`src/rtl/xcnt_pkg.sv`:
```
package xcnt_pkg;
  localparam int NUM_BYTES = 3;
  localparam int ADDR_W    = 2;
  typedef enum logic [ADDR_W-1:0] {
    XC_LOW  = 2'd0,
    XC_MID  = 2'd1,
    XC_HIGH = 2'd2,
    XC_NONE = 2'd3
  } xc_addr_e;
endpackage

```
`src/rtl/xcnt_shadow.sv`:
```
module xcnt_shadow
  import xcnt_pkg::*;
#(
  parameter int BYTE_W = 8,
  localparam int CNT_W = NUM_BYTES * BYTE_W
) (
  input  logic              clk_i,
  input  logic              rst_ni,
  input  logic              we_i,
  input  logic [ADDR_W-1:0] addr_i,
  input  logic [BYTE_W-1:0] wdata_i,
  output logic [CNT_W-1:0]  shadow_o,
  output logic              hi_written_o
);
  for (genvar g = 0; g < NUM_BYTES; g++) begin : g_byte
    always_ff @(posedge clk_i or negedge rst_ni) begin
      if (!rst_ni) shadow_o[g*BYTE_W +: BYTE_W] <= '0;
      else if (we_i && addr_i == ADDR_W'(g)) shadow_o[g*BYTE_W +: BYTE_W] <= wdata_i;
    end
  end

  always_ff @(posedge clk_i or negedge rst_ni) begin
    if (!rst_ni) hi_written_o <= 1'b0;
    else if (we_i && addr_i == XC_HIGH) hi_written_o <= 1'b1;
  end
endmodule

```
`src/rtl/xcnt_live.sv`:
```
module xcnt_live
  import xcnt_pkg::*;
#(
  parameter int BYTE_W   = 8,
  parameter int ZERO_LEN = 65536,
  localparam int CNT_W   = NUM_BYTES * BYTE_W
) (
  input  logic             clk_i,
  input  logic             rst_ni,
  input  logic             mode_we_i,
  input  logic             load_i,
  input  logic [CNT_W-1:0] shadow_i,
  input  logic             dec_valid_i,
  input  logic [CNT_W-1:0] dec_bytes_i,
  input  logic             done_i,
  input  logic             tc_clr_i,
  output logic [CNT_W-1:0] live_o,
  output logic [CNT_W-1:0] eff_o,
  output logic             tc_o,
  output logic             dma_mode_o
);
  logic [CNT_W-1:0] dec_next;
  logic             tc_set;

  assign eff_o    = (live_o == '0) ? CNT_W'(ZERO_LEN) : live_o;
  assign dec_next = eff_o - dec_bytes_i;
  assign tc_set   = done_i || (dec_valid_i && dec_next == '0);

  always_ff @(posedge clk_i or negedge rst_ni) begin
    if (!rst_ni)          live_o <= '0;
    else if (done_i)      live_o <= '0;
    else if (dec_valid_i) live_o <= dec_next;
    else if (load_i)      live_o <= shadow_i;
  end

  // set beats clear
  always_ff @(posedge clk_i or negedge rst_ni) begin
    if (!rst_ni)       tc_o <= 1'b0;
    else if (tc_set)   tc_o <= 1'b1;
    else if (tc_clr_i) tc_o <= 1'b0;
  end

  always_ff @(posedge clk_i or negedge rst_ni) begin
    if (!rst_ni)        dma_mode_o <= 1'b0;
    else if (mode_we_i) dma_mode_o <= load_i;
  end
endmodule

```
`src/rtl/xcnt_len_sel.sv`:
```
module xcnt_len_sel #(
  parameter int CNT_W      = 24,
  parameter int CMD_BUF_SZ = 32
) (
  input  logic [CNT_W-1:0] eff_i,
  input  logic             capture_i,
  input  logic [CNT_W-1:0] remain_i,
  output logic [CNT_W-1:0] len_o
);
  logic [CNT_W-1:0] limit;
  assign limit = capture_i ? CNT_W'(CMD_BUF_SZ) : remain_i;
  assign len_o = (eff_i < limit) ? eff_i : limit;
endmodule

```
`src/rtl/xfer_count_regs.sv`:
```
module xfer_count_regs
  import xcnt_pkg::*;
#(
  parameter int          BYTE_W       = 8,
  parameter int          ZERO_LEN     = 65536,
  parameter int          CMD_BUF_SZ   = 32,
  parameter int          DMA_FLAG_BIT = 7,
  parameter logic [7:0]  CHIP_ID      = 8'hA2,
  localparam int         CNT_W        = NUM_BYTES * BYTE_W
) (
  input  logic              clk_i,
  input  logic              rst_ni,
  input  logic [ADDR_W-1:0] reg_addr_i,
  input  logic              reg_we_i,
  input  logic [BYTE_W-1:0] reg_wdata_i,
  output logic [BYTE_W-1:0] reg_rdata_o,
  input  logic              cmd_we_i,
  input  logic [7:0]        cmd_i,
  input  logic              dec_valid_i,
  input  logic [CNT_W-1:0]  dec_bytes_i,
  input  logic              done_i,
  input  logic              capture_i,
  input  logic [CNT_W-1:0]  remain_i,
  output logic [CNT_W-1:0]  xfer_len_o,
  output logic              tc_o,
  output logic              dma_mode_o
);
  logic [CNT_W-1:0] shadow, live, eff;
  logic             hi_written, cnt_wr, load;

  assign cnt_wr = reg_we_i && (reg_addr_i != XC_NONE);
  assign load   = cmd_we_i && cmd_i[DMA_FLAG_BIT];

  xcnt_shadow #(.BYTE_W(BYTE_W)) u_shadow (
    .clk_i, .rst_ni,
    .we_i        (reg_we_i),
    .addr_i      (reg_addr_i),
    .wdata_i     (reg_wdata_i),
    .shadow_o    (shadow),
    .hi_written_o(hi_written)
  );

  xcnt_live #(.BYTE_W(BYTE_W), .ZERO_LEN(ZERO_LEN)) u_live (
    .clk_i, .rst_ni,
    .mode_we_i  (cmd_we_i),
    .load_i     (load),
    .shadow_i   (shadow),
    .dec_valid_i,
    .dec_bytes_i,
    .done_i,
    .tc_clr_i   (cnt_wr),
    .live_o     (live),
    .eff_o      (eff),
    .tc_o,
    .dma_mode_o
  );

  xcnt_len_sel #(.CNT_W(CNT_W), .CMD_BUF_SZ(CMD_BUF_SZ)) u_len (
    .eff_i    (eff),
    .capture_i,
    .remain_i,
    .len_o    (xfer_len_o)
  );

  always_comb begin
    reg_rdata_o = '0;
    for (int i = 0; i < NUM_BYTES; i++) begin
      if (reg_addr_i == ADDR_W'(i)) reg_rdata_o = live[i*BYTE_W +: BYTE_W];
    end
    // id byte until the high byte is first written
    if (reg_addr_i == XC_HIGH && !hi_written) reg_rdata_o = BYTE_W'(CHIP_ID);
  end
endmodule

```
`config.mk`:
```
export PLATFORM = sky130hd
export DESIGN_NAME = xfer_count_regs
export DESIGN_NICKNAME = d
export VERILOG_FILES = /design/src/rtl/xcnt_pkg.sv /design/src/rtl/xcnt_shadow.sv /design/src/rtl/xcnt_live.sv /design/src/rtl/xcnt_len_sel.sv /design/src/rtl/xfer_count_regs.sv
export SDC_FILE = /design/constraint.sdc
export NUM_CORES = 1
export LEC_CHECK = 0
export BUFFER_PORTS_ARGS = -buffer_cell sky130_fd_sc_hd__buf_2
export CORE_ASPECT_RATIO = 1.75
export CORE_MARGIN = 2
export CORE_UTILIZATION = 61
export DETAILED_ROUTE_END_ITERATION = 16
export PLACE_DENSITY = 0.94
export SYNTH_ARGS = -nofsm -noshare
export SYNTH_HDL_FRONTEND = slang
export SYNTH_SLANG_ARGS = --single-unit
```
`constraint.sdc`:
```
create_clock -name clk_i -period 5.2 [get_ports clk_i]
set_input_delay 0.52 -clock clk_i [delete_from_list [all_inputs] [get_ports clk_i]]
set_output_delay 0.52 -clock clk_i [all_outputs]
set_load 0.005 [all_outputs]
```
==> impl_metrics.env <==
export IMPL_die_area_um2=9350
export IMPL_finalHoldViolCount=0
export IMPL_layout_worst_path_cycle_share_pct=87.2
export IMPL_grt_antenna_before_repair=0
export IMPL_hold_path_class="in -> async"
export IMPL_viasPerCell=6.46
export IMPL_cp_start_kind="flop"
export IMPL_path_cells="nor4_1, nand4_1, o21bai_1, ha_1, nand4_1, nor2_1, nor4b_1, a221oi_1, o21ai_0, a21oi_1, nand2_2, mux2_1, buf_2"
export IMPL_io_buffer_count=99
export IMPL_yosys_warnings=0
export IMPL_synth_edf_count=0
export IMPL_start_util_pct=62.8
export IMPL_rsz0062_at_grt="no"
export IMPL_drive_gt1_share_pct=20.9
export IMPL_setup_viol=0
export IMPL_postSynthCellCount=631
export IMPL_clk_pin_slew_ns=0.06
export IMPL_routedWlPerCell_um=19.8
export IMPL_status="finished, final reports clean"
export IMPL_ys_async_sr_fraction_pct=100
export IMPL_path_max_fanout=24
export IMPL_num_rows=44
export IMPL_maxCapViolCount=0
export IMPL_synth_fp_nets=747
export IMPL_ys_flop_type="dfrtp_1"
export IMPL_clk_path_buf_depth=2
export IMPL_whs_ns=0.422
export IMPL_dr_first_iter_drc_count=302
export IMPL_worst_pin_slew_ns=1.19
export IMPL_vias=5192
export IMPL_cts_sinks=51
export IMPL_yosys_area_share_adder_pct=10.9
export IMPL_stdcell_area_um2=5810
export IMPL_cp_arrival_ns=4.02
export IMPL_clock_skew_ns=0.00533
export IMPL_ys_ff_latch=51
export IMPL_path_common_cell="nand4_1"
export IMPL_layout_min_cycle_time_ns=4.54
export IMPL_max_stage_delay_ns=0.57
export IMPL_required_ns=4.68
export IMPL_grt_pass1_vias=5285
export IMPL_cts_tree="built"
export IMPL_cts_root_buffer_cell="clkbuf_16"
export IMPL_syn_avg_cell_area_um2=8.28
export IMPL_synth_xor_area_share_pct=3.35
export IMPL_grt_pass1_wl_mm=25.4
export IMPL_yosysUniqueCellTypes=62
export IMPL_critPathTopFamily="simple AND/OR/NAND/NOR gates"
export IMPL_synthesis_area_um2=5220
export IMPL_drc_errors=0
export IMPL_layout_setup_ws_ns=0.664
export IMPL_die_h_um=126
export IMPL_cts_setup_buffers=0
export IMPL_synthSimpleGateAreaFrac_pct=19.4
export IMPL_dp_worst_setup_slack_ns=1.01
export IMPL_drt_total_wl_mm=15.9
export IMPL_io_pins=107
export IMPL_synth_mux_area_share_pct=11.5
export IMPL_cts_resized=0
export IMPL_numCtsBuffers=5
export IMPL_seq_area_frac_synth_pct=24.4
export IMPL_slew_headroom_pct=20.3
export IMPL_fin_nets=804
export IMPL_fp_dieW_um=74.0
export IMPL_antenna_cells=0
export IMPL_fill_cells=676
export IMPL_ant_nets=0
export IMPL_hpwl_mm=12.6
export IMPL_fmax_mhz=220
export IMPL_first_pass_iters=5
export IMPL_gp_congestion=0.981
export IMPL_power_density_nw_per_um2=277
export IMPL_grt_max_degree=52
export IMPL_placed_area_um2=5670
export IMPL_synth_compound_gate_area_share_pct=22.0
export IMPL_setup_worst_path_class="reg -> out"
export IMPL_finalSetupTns_ns=0
export IMPL_syn_to_final_growth_pct=11.1
export IMPL_grt_overflow=0
export IMPL_grt_total_usage_pct=35.3
export IMPL_clk_latency_ns=0.29
export IMPL_cts_htree_levels=2
export IMPL_hold_buffers=0
export IMPL_core_um2=8310
export IMPL_end_kind="output port"
export IMPL_cp_num_buf_inv=1
export IMPL_p_leak_nw=2.84
export IMPL_finalMaxSlewViolations=0
export IMPL_synth_top_family_by_area="compound AO/OA/AOI/OAI gates"
export IMPL_cp_slowest_cell="nand2_2"
export IMPL_peakVddDrop_uv=353
export IMPL_power_w=0.00161
[cell families (layout without fill, tap and decap cells)]
kind of cell / after synthesis / count (layout)
multiplexers: 57 / 57
flip-flops: 51 / 51
XOR/XNOR: 20 / 20
AO/OA/AOI/OAI: 156 / 156
adder cells (fa/ha/maj): 45 / 45
AND/OR/NAND/NOR: 191 / 191
buffers and inverters: 111 / 169
[synthesized netlist by cell type, types with 15 or more instances]
cell,number,area share [%]
dfrtp_1,51,24
nand2b_1,25,3.0
o21ai_0,23,2.2
mux2_2,24,5.2
nand2_1,41,2.9
and3_1,15,1.8
clkbuf_1,44,3.2
a21oi_1,32,3.1
ha_1,42,10
nand3_1,24,2.3
nor2_1,24,1.7
inv_1,60,4.3
a21o_1,18,2.6
mux2i_1,31,5.9
a211oi_1,27,3.9
[report_power, final]
part	internal (W)	total (W)	switching [W]
combinational	0.000326	0.000766	0.000440
clock	0.000178	0.000312	0.000134
sequential	0.000456	0.000530	0.0000740
[worst paths after layout]
| kind | from | end | slack [ns] | cells after the start |
|---|---|---|---|---|
| worst max-delay path | u_live.live_o[9] | xfer_len_o[9] | 0.66 | 13 |
| worst min-delay path | rst_ni | u_shadow.hi_written_o | 0.42 | 1 |
| worst max register to register | u_live.live_o[9] | u_live.tc_o | 1.52 | 13 |
| worst min register to register | u_live.tc_o | u_live.tc_o | 0.49 | 2 |
| max in group asynchronous | rst_ni | u_shadow.shadow_o[22] | 4.07 | 1 |
| min in group clk_i | u_live.tc_o | u_live.tc_o | 0.49 | 2 |
[stage by stage]
step | utilization, % | cells
5_1_grt | 69.8 | 804
6_report | 69.8 | 804
3_3_place_gp | 68.2 | 796
2_1_floorplan | - | 631
3_5_place_dp | 68.2 | 796
4_1_cts | 69.8 | 804
[final cells by class]
cell class / count / area, µm² / share of cell area [%]
multi-input combinational: 469 / 3510 / 60.5
sequential: 51 / 1280 / 22.0
timing repair buffer: 101 / 510 / 8.79
inverter: 60 / 225 / 3.88
tap: 115 / 144 / 2.48
clock buffer: 7 / 133 / 2.28
clock inverter: 1 / 5.00 / 0.0862
[flip-flops by register name, indices dropped and copies added (netlist names)]
register	cells
u_shadow.hi_written_o	1
u_live.live_o	24
u_live.dma_mode_o	1
u_live.tc_o	1
u_shadow.shadow_o	24
[metal layers]
metal,share of wire (%),vias up,GRT usage [%],wire length [µm]
met2,51,239,60.1,8160
met3,4.5,88,3.65,718
met4,8.1,0,27.3,1290
met1,36,2475,38.3,5760
li1,-,2390,-,-
met5,0,-,0,0
[cell usage in the layout (no fill, tap or decap), types with 3 or more instances in the layout]
cell	Yosys	routed
nor3_1	11	11
xnor2_1	9	9
nand3b_1	4	4
o211a_1	3	3
mux2_2	24	24
o21ai_0	23	23
o21a_1	7	7
and3_1	15	15
xor2_1	11	11
a21o_1	18	18
a311oi_1	9	9
nand2_1	41	41
a21oi_1	32	32
and2_1	3	3
nor4_1	8	8
a211o_1	3	3
ha_1	42	42
a2111oi_4	3	3
buf_2	2	99
or3_1	6	6
o21bai_1	4	4
o21ai_1	3	3
nand2b_1	25	25
mux2i_1	31	31
a211oi_1	27	27
inv_1	60	60
dfrtp_1	51	51
clkbuf_16	0	5
nor2b_1	7	7
o2111ai_1	3	3
nor2_1	24	24
o211ai_1	3	3
nor3b_1	3	3
nand4_1	11	11
nand3_1	24	24
Power figures use the tool's default switching activity.
